$ cat src/rtl/ycc_pkg.sv
package ycc_pkg;
  typedef enum logic [1:0] {
    MODE_444 = 2'd0,
    MODE_422 = 2'd1,
    MODE_DDR = 2'd2
  } ycc_mode_e;

  function automatic ycc_mode_e mode_of(input logic fmt422, input logic ddr);
    if (ddr) return MODE_DDR;
    if (fmt422) return MODE_422;
    return MODE_444;
  endfunction
endpackage

$ cat src/rtl/ycc_lane_sel.sv
module ycc_lane_sel #(
  parameter int DW   = 10,
  parameter int DROP = 2
) (
  input  logic [DW-1:0] y_bus,
  input  logic [DW-1:0] c_bus,
  input  logic [DW-1:0] s_bus,
  input  logic          swap,
  input  logic          narrow,
  output logic [DW-1:0] lane_y,
  output logic [DW-1:0] lane_c,
  output logic [DW-1:0] lane_s
);
  localparam int          NL       = 3;
  localparam logic [DW-1:0] LOW_MASK = DW'((1 << DROP) - 1);

  function automatic logic [DW-1:0] trim(input logic [DW-1:0] v, input logic nar);
    return nar ? (v & ~LOW_MASK) : v;
  endfunction

  logic [DW-1:0] raw [NL];
  logic [DW-1:0] cut [NL];

  assign raw[0] = swap ? s_bus : y_bus;
  assign raw[1] = c_bus;
  assign raw[2] = swap ? y_bus : s_bus;

  for (genvar g = 0; g < NL; g++) begin : g_lane
    assign cut[g] = trim(raw[g], narrow);
  end

  assign lane_y = cut[0];
  assign lane_c = cut[1];
  assign lane_s = cut[2];
endmodule

$ cat src/rtl/ycc_word_src.sv
module ycc_word_src #(
  parameter int DW = 10
) (
  input  logic          clk,
  input  logic          rst_n,
  input  logic          ddr_en,
  input  logic          in_valid,
  input  logic          edge_rise,
  input  logic          y_on_rise,
  input  logic [DW-1:0] lane_y,
  input  logic [DW-1:0] lane_c,
  output logic          word_v,
  output logic [DW-1:0] word_y,
  output logic [DW-1:0] word_c
);
  logic [DW-1:0] rise_samp;

  always_ff @(posedge clk) begin
    if (!rst_n) rise_samp <= '0;
    else if (ddr_en && in_valid && edge_rise) rise_samp <= lane_y;
  end

  always_comb begin
    if (ddr_en) begin
      word_v = in_valid & ~edge_rise;
      word_y = y_on_rise ? rise_samp : lane_y;
      word_c = y_on_rise ? lane_y : rise_samp;
    end else begin
      word_v = in_valid;
      word_y = lane_y;
      word_c = lane_c;
    end
  end
endmodule

$ cat src/rtl/ycc_chroma_pair.sv
module ycc_chroma_pair #(
  parameter int DW = 10
) (
  input  logic          clk,
  input  logic          rst_n,
  input  logic          en,
  input  logic          line_start,
  input  logic          cr_first,
  input  logic          word_v,
  input  logic [DW-1:0] word_y,
  input  logic [DW-1:0] word_c,
  output logic          emit0,
  output logic [DW-1:0] px0_y,
  output logic [DW-1:0] px0_cb,
  output logic [DW-1:0] px0_cr,
  output logic          emit1,
  output logic [DW-1:0] px1_y,
  output logic [DW-1:0] px1_cb,
  output logic [DW-1:0] px1_cr
);
  // returns {cb, cr} from the chroma samples in arrival order
  function automatic logic [2*DW-1:0] order_chroma(input logic [DW-1:0] first,
                                                   input logic [DW-1:0] second,
                                                   input logic crf);
    return crf ? {second, first} : {first, second};
  endfunction

  logic          phase;
  logic          pend;
  logic          ph_eff;
  logic [DW-1:0] y_hold, c_hold, y_pend, cb_pend, cr_pend;

  assign ph_eff = line_start ? 1'b0 : phase;
  assign emit0  = en & word_v & ph_eff;
  assign px0_y  = y_hold;
  assign {px0_cb, px0_cr} = order_chroma(c_hold, word_c, cr_first);
  assign emit1  = pend;
  assign px1_y  = y_pend;
  assign px1_cb = cb_pend;
  assign px1_cr = cr_pend;

  always_ff @(posedge clk) begin
    if (!rst_n) begin
      phase   <= 1'b0;
      pend    <= 1'b0;
      y_hold  <= '0;
      c_hold  <= '0;
      y_pend  <= '0;
      cb_pend <= '0;
      cr_pend <= '0;
    end else if (!en) begin
      phase <= 1'b0;
      pend  <= 1'b0;
    end else begin
      pend <= emit0;
      if (emit0) begin
        y_pend  <= word_y;
        cb_pend <= px0_cb;
        cr_pend <= px0_cr;
      end
      if (word_v) begin
        phase <= ~ph_eff;
        if (!ph_eff) begin
          y_hold <= word_y;
          c_hold <= word_c;
        end
      end else if (line_start) begin
        phase <= 1'b0;
      end
    end
  end
endmodule

$ cat src/rtl/ycc_demux.sv
module ycc_demux
  import ycc_pkg::*;
#(
  parameter int DW   = 10,
  parameter int DROP = 2
) (
  input  logic          clk,
  input  logic          rst_n,
  input  logic          in_valid,
  input  logic          hsync_n,
  input  logic          edge_rise,
  input  logic [DW-1:0] y_bus,
  input  logic [DW-1:0] c_bus,
  input  logic [DW-1:0] s_bus,
  input  logic          cfg_fmt422,
  input  logic          cfg_ddr,
  input  logic          cfg_cr_first,
  input  logic          cfg_swap,
  input  logic          cfg_narrow,
  input  logic          cfg_y_on_rise,
  output logic          out_valid,
  output logic [DW-1:0] out_y,
  output logic [DW-1:0] out_cb,
  output logic [DW-1:0] out_cr
);
  ycc_mode_e     mode;
  logic          is_444;
  logic          hs_q;
  logic          line_start;
  logic [DW-1:0] lane_y, lane_c, lane_s;
  logic          word_v;
  logic [DW-1:0] word_y, word_c;
  logic          emit0, emit1;
  logic [DW-1:0] px0_y, px0_cb, px0_cr, px1_y, px1_cb, px1_cr;
  logic          nxt_v;
  logic [DW-1:0] nxt_y, nxt_cb, nxt_cr;

  assign mode       = mode_of(cfg_fmt422, cfg_ddr);
  assign is_444     = (mode == MODE_444);
  assign line_start = hs_q & ~hsync_n;

  always_ff @(posedge clk) begin
    if (!rst_n) hs_q <= 1'b1;
    else        hs_q <= hsync_n;
  end

  ycc_lane_sel #(.DW(DW), .DROP(DROP)) u_lane (
    .y_bus(y_bus), .c_bus(c_bus), .s_bus(s_bus),
    .swap(cfg_swap), .narrow(cfg_narrow),
    .lane_y(lane_y), .lane_c(lane_c), .lane_s(lane_s)
  );

  ycc_word_src #(.DW(DW)) u_word (
    .clk(clk), .rst_n(rst_n), .ddr_en(mode == MODE_DDR),
    .in_valid(in_valid), .edge_rise(edge_rise), .y_on_rise(cfg_y_on_rise),
    .lane_y(lane_y), .lane_c(lane_c),
    .word_v(word_v), .word_y(word_y), .word_c(word_c)
  );

  ycc_chroma_pair #(.DW(DW)) u_pair (
    .clk(clk), .rst_n(rst_n), .en(!is_444), .line_start(line_start),
    .cr_first(cfg_cr_first), .word_v(word_v), .word_y(word_y), .word_c(word_c),
    .emit0(emit0), .px0_y(px0_y), .px0_cb(px0_cb), .px0_cr(px0_cr),
    .emit1(emit1), .px1_y(px1_y), .px1_cb(px1_cb), .px1_cr(px1_cr)
  );

  always_comb begin
    nxt_v  = 1'b0;
    nxt_y  = px1_y;
    nxt_cb = px1_cb;
    nxt_cr = px1_cr;
    if (is_444) begin
      nxt_v  = in_valid;
      nxt_y  = lane_y;
      nxt_cb = lane_c;
      nxt_cr = lane_s;
    end else if (emit0) begin
      nxt_v  = 1'b1;
      nxt_y  = px0_y;
      nxt_cb = px0_cb;
      nxt_cr = px0_cr;
    end else if (emit1) begin
      nxt_v  = 1'b1;
    end
  end

  always_ff @(posedge clk) begin
    if (!rst_n) begin
      out_valid <= 1'b0;
      out_y     <= '0;
      out_cb    <= '0;
      out_cr    <= '0;
    end else begin
      out_valid <= nxt_v;
      if (nxt_v) begin
        out_y  <= nxt_y;
        out_cb <= nxt_cb;
        out_cr <= nxt_cr;
      end
    end
  end
endmodule

$ cat config.mk
export PLATFORM = sky130hd
export DESIGN_NAME = ycc_demux
export DESIGN_NICKNAME = d
export VERILOG_FILES = /design/src/rtl/ycc_pkg.sv /design/src/rtl/ycc_lane_sel.sv /design/src/rtl/ycc_word_src.sv /design/src/rtl/ycc_chroma_pair.sv /design/src/rtl/ycc_demux.sv
export SDC_FILE = /design/constraint.sdc
export NUM_CORES = 1
export LEC_CHECK = 0
export BUFFER_PORTS_ARGS = -buffer_cell sky130_fd_sc_hd__buf_2
export CORE_ASPECT_RATIO = 0.7
export CORE_MARGIN = 1
export CORE_UTILIZATION = 50
export DETAILED_ROUTE_END_ITERATION = 6
export PLACE_DENSITY_LB_ADDON = 0.3
export SLEW_MARGIN = 20
export SYNTH_ARGS = -nofsm -noshare
export SYNTH_HDL_FRONTEND = slang
export SYNTH_SLANG_ARGS = --single-unit
$ cat constraint.sdc
create_clock -name clk -period 3.8 [get_ports clk]
set_input_delay 0 -clock clk [delete_from_list [all_inputs] [get_ports clk]]
set_output_delay 0 -clock clk [all_outputs]
set_load 0.03 [all_outputs]
==> results.toml, run 1 <==
[clock_network]
cts_tree = "yes"
numCtsBuffers = 9
insertion_delay_ns = 0.35
cts_resized = 0
htreeDepth = 3
clockBufferDepth = 2
cts_sinks = 94
cts_root_buffer = "clkbuf_16"
clk_pin_slew_ns = 0.07

[yosys]
synth_top_family_by_area = "compound AO/OA/AOI/OAI gates"
synthFlopType = "dfxtp_1"
synth_warnings = 0
syn_area_um2 = 5000
async_reset_ff_share_pct = 0
synth.avg_cell_area_um2 = 8.00
synthTopCellsByArea = "dfxtp_1 (38%), a21oi_1 (5.8%), nand2_1 (5.1%)"
synth_cell_types = 51
syn_inst = 625
synthXorXnorAreaFrac_pct = 0.175
synth_top_area_share_pct = 37.6
ys_seq_area_share_pct = 37.6
post_synth_fa_ha_maj_area_fraction_pct = 0
ys_ff_latch = 94
yosys.area_share.simple_pct = 19.2
netlist.top_cell.by_area = "dfxtp_1"
muxShareOfSynthArea_pct = 8.43
synth_compound_area_share_pct = 27.4
synth_nets = 666
synth_edf_count = 0

[timing]
hold_viol = 0
relSlewSlack_pct = 24.3
rsz0062_at_grt = "no"
setup_tns_ns = 0
min_period_ns = 2.65
finClkSkew_ns = 0.00470
fin_ws_ns = 1.15
worstMarginPinSlew_ns = 1.12
maxSlewViolCount = 0
max_freq_ghz = 0.377
setup_viol = 0
finalCritPeriodShare_pct = 69.8

[worst_setup_path]
startpoint_type = "primary input"
worstSetupPathType = "in -> reg"
r2r_cells = 5
crit_path_end_kind = "register"
r2r_end = "out_cr[2]"
timing.rr.start = "hs_q"
crit_start = "hsync_n"
setup.worst_path.end = "out_cb[0]"
crit_arrival_ns = 2.91
required_ns = 4.06
crit_fanout = 23
regToRegSetupSlack_ns = 1.20

[drt]
drtIter0Drc = 694
vias = 5049
wl_per_cell_um = 19.8
drc = 0
totalWireLength_um = 15600
dr.pass1.iters = 6
ant_nets = 0
vias_per_cell = 6.40

[floorplanning]
coreArea_um2 = 9720
dieArea_um2 = 10400
num_io_pins = 72
num_rows = 30
die_x_um = 122
die_h_um = 85.7
start_util_pct = 51.4

[global_route]
grt_pass1_wl_um = 24900
gr-total-overflow = 0
grt_max_degree = 56
antenna_found_initial = 0
grt_pass1_vias = 4712
grt_usage_pct = 31.3

[power]
leakagePower_uw = 0.00215
irDropWorstVdd_v = 0.000243
p_per_area_nw_per_um2 = 420

[status]
status = "finished, final reports clean"

[place]
place_congestion = 0.905
dp_hpwl_um = 10300
portBuffers = 71
place_ws_ns = 1.18

[finish]
mostFrequentLayoutCell = "dfxtp_1"
diodes = 0
fin_nets = 697
most-common-layout-cells = "dfxtp_1 (94), buf_2 (71), nand2_1 (68)"
drive_gt1_share_pct = 19.2
area_delta_synth_final_pct = 12.5

[run]
drv_cap = 0

[hold_path]
worstHoldPathType = "in -> reg"
hold_depth = 5
-- metal layers --
layer / part of all wire [%] / track usage, % / vias up
li1: - / - / 2335
met1: 46 / 44.5 / 2399
met2: 42 / 45.4 / 284
met3: 10 / 7.85 / 31
met4: 2.0 / 11.7 / 0
met5: 0 / 0 / -
-- kinds of logic after synthesis --
kind of cell | after synthesis
compound gates | 210
simple gates | 201
flops | 94
buf+inv | 80
mux | 39
xor+xnor | 1
-- registers in the layout (all words and copies together), names as in the netlist --
name	flops
out_cb	10
out_cr	10
out_y	10
u_pair.c_hold	10
u_pair.px0_y	10
u_pair.px1_cb	10
u_pair.px1_cr	10
u_pair.px1_y	10
u_word.rise_samp	10
hs_q	1
out_valid	1
u_pair.emit1	1
u_pair.phase	1
-- cell usage after synthesis (2+ instances only) --
| cell type | n |
|---|---|
| buf_2 | 16 |
| o221ai_1 | 5 |
| clkbuf_1 | 32 |
| nor3_1 | 24 |
| a31oi_1 | 17 |
| or3_1 | 6 |
| dfxtp_1 | 94 |
| nor2_1 | 42 |
| nand2b_1 | 13 |
| nand2_1 | 68 |
| or4_1 | 2 |
| a22o_1 | 5 |
| o21a_1 | 2 |
| nor3b_1 | 3 |
| o311ai_0 | 12 |
| nor2b_1 | 16 |
| mux2_2 | 21 |
| a2111oi_0 | 3 |
| a211o_1 | 7 |
| inv_1 | 20 |
| o21ai_0 | 45 |
| a211oi_1 | 24 |
| or2_1 | 2 |
| nand3_1 | 13 |
| or2_2 | 3 |
| a311oi_1 | 11 |
| o22ai_1 | 8 |
| a21oi_1 | 58 |
| buf_4 | 3 |
| and3_1 | 2 |
| buf_1 | 5 |
| mux2i_1 | 17 |
| o2111a_1 | 2 |
| a311o_1 | 5 |
| and3b_1 | 3 |
-- critical path, stage by stage --
cell,delay (ns)
dlygate4sd3_1,0.53
buf_2,0.13
nand2b_1,0.60
a41oi_1,1.14
a32oi_1,0.23
a211oi_1,0.28
-- layout make-up --
class | instances | area, um^2
clock inverter | 4 | 45.0
inverter | 21 | 78.8
sequential | 94 | 1880
fill | 904 | 4100
multi-input combinational | 451 | 2770
timing repair buffer | 79 | 430
clock buffer | 12 | 256
tap | 128 | 160
-- worst min-delay path by stage --
stage | startpoint | endpoint | slack [ns]
after floorplan | hsync_n | hs_q | 0.10
after global placement | hsync_n | hs_q | 0.21
after detailed placement | hsync_n | hs_q | 0.22
after CTS | c_bus[3] | out_cb[3] | 0.04
after global routing | c_bus[3] | out_cb[3] | 0.09
final | c_bus[1] | out_cb[1] | 0.05
-- report_power, final --
part	switching (uW)	internal, uW
clock	381	543
sequential	32.6	1030
combinational	251	131
total	665	1700
-- repair_timing --
action / in CTS / in global routing
buffers inserted: 0 / 0
endpoints found under the hold margin: 1 / 0
hold buffers: 1 / 0
-- per-stage QoR --
step	hold WS (ns)	cells	utilization [%]	total power [uW]	area (um^2)
after detailed placement	0.222	772	54.7	1450	5320
final	0.0511	789	57.9	2370	5630
after global routing	0.0875	789	57.9	2450	5630
after CTS	0.0428	789	57.9	2370	5630
after global placement	0.206	772	54.7	1440	5320
after floorplan	0.101	625	-	1330	5000
No activity file was read; power rests on OpenSTA's default activity.
==> run 2: changes to the inputs <==
- clock period: 3.8 -> 2.2 ns (I/O delays scaled with it)
==> run 2 against run 1 <==
Effect of this change: combinational power grew 89%; first-iteration DRC count shrank 3.7%; largest cell class unchanged; cell area grew 4.6%; register-to-register slack lost 0.79 ns; non-clock buffer count grew 32; utilization grew 2.7 points; hold slack gained 0.0086 ns; worst setup slack lost 0.79 ns; critical path depth grew 1.
==> results.toml, run 2 (synthesis results as in run 1) <==
[status]
status = "finished, final reports clean"

[floorplanning]
dieArea_um2 = 10400
coreArea_um2 = 9720
die_x_um = 122
start_util_pct = 51.4
num_io_pins = 72
die_h_um = 85.7
num_rows = 30

[global_route]
antenna_found_initial = 0
grt_pass1_vias = 4817
gr-total-overflow = 0
grt_pass1_wl_um = 25800
grt_max_degree = 37
grt_usage_pct = 32.7

[worst_setup_path]
crit_arrival_ns = 2.10
crit_fanout = 8
cp_cell_sequence = "dlygate4sd3_1 > buf_2 > nand2b_1 > buf_4 > nand3_2 > or4_1 > a31oi_1"
required_ns = 2.46
worstSetupPathType = "in -> reg"
crit_path_end_kind = "register"
max_stage_delay_ns = 0.57
slowest_stage = "or4_1"
startpoint_type = "primary input"

[timing]
min_period_ns = 1.85
worstMarginPinSlew_ns = 0.987
finalCritPeriodShare_pct = 83.9
maxSlewViolCount = 0
finClkSkew_ns = 0.00504
rsz0062_at_grt = "no"
max_freq_ghz = 0.542
setup_viol = 0
hold_viol = 0
setup_tns_ns = 0
relSlewSlack_pct = 32.5

[power]
irDropWorstVdd_v = 0.000602
p_total_uw = 4210
p_per_area_nw_per_um2 = 716
leakagePower_uw = 0.00230

[finish]
final_area_um2 = 5890
diodes = 0
area_delta_synth_final_pct = 17.7
mostFrequentLayoutCell = "dfxtp_1"
drive_gt1_share_pct = 22.7
most-common-layout-cells = "dfxtp_1 (94), buf_2 (71), nand2_1 (68)"
final_util_pct = 60.6
fin_nets = 729

[drt]
vias_per_cell = 6.37
ant_nets = 0
drc = 0
drtIter0Drc = 668
totalWireLength_um = 16800
dr.pass1.iters = 6
wl_per_cell_um = 20.5
vias = 5227

[clock_network]
clk_pin_slew_ns = 0.07
cts_tree = "yes"
htreeDepth = 3
insertion_delay_ns = 0.35
numCtsBuffers = 9
cts_root_buffer = "clkbuf_16"
cts_sinks = 94
post-cts-setup-buffer-count = 0
clockBufferDepth = 2

[place]
portBuffers = 71
place_congestion = 0.974
dpl_cell_area_um2 = 5560
dp_hpwl_um = 11600

[run]
drv_cap = 0

[hold_path]
worstHoldPathType = "in -> reg"
## run 2: worst max-delay path: cells and delay by family
family	cells	cell delay, ns
AOI/OAI and AO/OA	1	0.22
buffers and inverters	3	0.88
and+or+nand+nor	3	1.01
## run 2: stage by stage
stage | instances | setup WS, ns | hold WS, ns
detailed placement | 804 | 0.170 | 0.235
CTS | 821 | 0.405 | 0.0502
global placement | 804 | 0.248 | 0.240
global route | 821 | 0.264 | 0.0916
finish | 821 | 0.354 | 0.0597
floorplan | 625 | 0.646 | 0.101
## run 2: power by group
part           internal, uW  switching [uW]
clock                   999             671
sequential             1770            48.6
combinational           260             462
total                  3030            1180
## run 2: cell type report
cell class                      instances  area, um^2
Clock buffer                           11         233
Fill cell                             884        3830
Timing Repair Buffer                  111         683
Sequential cell                        94        1880
Clock inverter                          5        83.8
Inverter                               21        78.8
Tap cell                              128         160
Multi-Input combinational cell        451        2770
## run 2: what timing repair did
| item | 4_1_cts | 5_1_grt |
|---|---|---|
| hold endpoints to repair | 1 | 0 |
| hold buffers | 1 | 0 |
| gates resized for setup | 0 | 0 |
## run 2: per-layer routing
layer  up-vias  global-route usage [%]  share of wire, %
met2       331                    48.5                43
met3        37                    9.64                11
met4         0                    9.88               2.0
met1      2465                    45.5                44
met5         -                       0                 0
li1       2394                       -                 -
## run 2: worst paths after layout
path | depth (start not counted) | endpoint | start | slack, ns
max | 7 | out_cr[1] | hsync_n | 0.35
min | 3 | out_cb[3] | c_bus[3] | 0.06
max reg2reg | 4 | out_cr[0] | u_word.rise_samp[0] | 0.41
min reg2reg | 2 | u_pair.px1_cr[3] | u_pair.px1_cr[3] | 0.45
==> run 3: changes to the inputs <==
- clock period: 2.2 -> 1.8 ns (I/O delays scaled with it)
==> run 3 against run 2 <==
Effect of this change: cell count is 1.1% higher; routed wire length down 0.55%; worst setup slack got worse by 0.34 ns; utilization is 0.59 points higher; clock-buffer cell count is the same; clock power rose by 16%; total power increased by 20%; hold slack gained 0.011 ns; non-clock buffer count grew 9; flip-flop and latch count is the same.
==> results.toml, run 3 (synthesis results as in run 1) <==
[drt]
vias_per_cell = 6.42
ant_nets = 0
wl_per_cell_um = 20.1
vias = 5331
totalWireLength_um = 16700
dr.pass1.iters = 5
drtIter0Drc = 725
drc = 0

[worst_setup_path]
crit_buf_inv = 1
crit_family = "simple AND/OR/NAND/NOR gates"
worstSetupPathType = "reg -> reg"
startpoint_type = "register"
crit_fanout = 22
crit_arrival_ns = 2.06
slowest_stage = "or4_1"
cp_cell_sequence = "buf_4 > nand3_2 > or4_1 > a31oi_1"
max_stage_delay_ns = 0.61
crit_path_end_kind = "register"
required_ns = 2.07

[global_route]
grt_pass1_vias = 4834
grt_pass1_wl_um = 26300
grt_usage_pct = 33.0
antenna_found_initial = 0
grt_max_degree = 28
gr-total-overflow = 0

[timing]
worstMarginPinSlew_ns = 0.775
relSlewSlack_pct = 47.7
hold_viol = 0
finClkSkew_ns = 0.00786
max_freq_ghz = 0.559
rsz0062_at_grt = "no"
setup_viol = 0
finalCritPeriodShare_pct = 99.4
maxSlewViolCount = 0
min_period_ns = 1.79

[run]
drv_cap = 0

[floorplanning]
coreArea_um2 = 9720
num_rows = 30
die_h_um = 85.7
num_io_pins = 72
dieArea_um2 = 10400
die_x_um = 122
start_util_pct = 51.4

[power]
p_total_uw = 5060
p_per_area_nw_per_um2 = 852
leakagePower_uw = 0.00234
irDropWorstVdd_v = 0.000456

[finish]
fin_nets = 738
diodes = 0
mostFrequentLayoutCell = "dfxtp_1"
drive_gt1_share_pct = 24.1
final_area_um2 = 5940
most-common-layout-cells = "dfxtp_1 (94), buf_2 (71), nand2_1 (67)"
area_delta_synth_final_pct = 18.9

[place]
dp_hpwl_um = 11600
dpl_cell_area_um2 = 5630
portBuffers = 71
place_congestion = 0.940

[clock_network]
htreeDepth = 3
cts_sinks = 94
post-cts-setup-buffer-count = 0
clockBufferDepth = 2
cts_tree = "yes"
numCtsBuffers = 9
clk_pin_slew_ns = 0.07
cts_root_buffer = "clkbuf_16"
insertion_delay_ns = 0.35

[status]
status = "finished, final reports clean"

[hold_path]
worstHoldPathType = "in -> reg"
run 3: report_power, final:
| part | switching (uW) | leakage [uW] | internal (uW) |
|---|---|---|---|
| Combinational | 568 | 0.00144 | 330 |
| Sequential | 53.8 | 0.000765 | 2170 |
| Clock | 829 | 0.000142 | 1120 |
run 3: metal layers:
| metal | track usage, % | share of wire, % | vias up |
|---|---|---|---|
| met5 | 0 | 0 | - |
| met4 | 11.9 | 2.0 | 0 |
| met3 | 7.71 | 10 | 38 |
| met2 | 48.1 | 43 | 332 |
| met1 | 47.1 | 45 | 2544 |
| li1 | - | - | 2417 |
run 3: what timing repair did:
action	CTS	global route
setup endpoints to repair	0	15
hold buffers	1	0
resized for setup	0	4
endpoints found under the hold margin	1	0
run 3: worst reg2reg max path: cells and delay by family (launching register included):
family / cells / cell delay (ns)
AND/OR/NAND/NOR: 2 / 0.88
flip-flops: 1 / 0.34
AO/OA/AOI/OAI: 1 / 0.20
buffers and inverters: 1 / 0.31
run 3: area by class of cell:
type,instances,area (um^2)
tap,128,160
timing repair buffer,120,751
inverter,21,78.8
sequential,94,1880
multi-input combinational,451,2770
clock inverter,5,58.8
clock buffer,11,243
fill,816,3780
run 3: path summary, 6_finish.rpt:
check | start | end | slack (ns) | depth (start not counted)
setup / recovery | u_pair.phase | out_cr[1] | 0.01 | 4
hold / removal | rst_n | out_y[3] | 0.07 | 3
setup reg to reg | u_pair.phase | out_cr[1] | 0.01 | 4
hold reg to reg | u_pair.px1_cr[8] | u_pair.px1_cr[8] | 0.45 | 2
run 3: stage by stage:
| step | utilization, % | hold slack, ns | cells | setup WS [ns] | setup TNS (ns) |
|---|---|---|---|---|---|
| after global routing | 61.1 | 0.0719 | 830 | 0.00509 | 0 |
| after detailed placement | 57.9 | 0.211 | 813 | -0.0706 | -0.174 |
| after CTS | 61.1 | 0.0495 | 830 | 0.0571 | 0 |
| final | 61.1 | 0.0704 | 830 | 0.0113 | 0 |
| after floorplan | - | 0.101 | 625 | 0.246 | 0 |
| after global placement | 57.9 | 0.205 | 813 | -0.0902 | -0.152 |
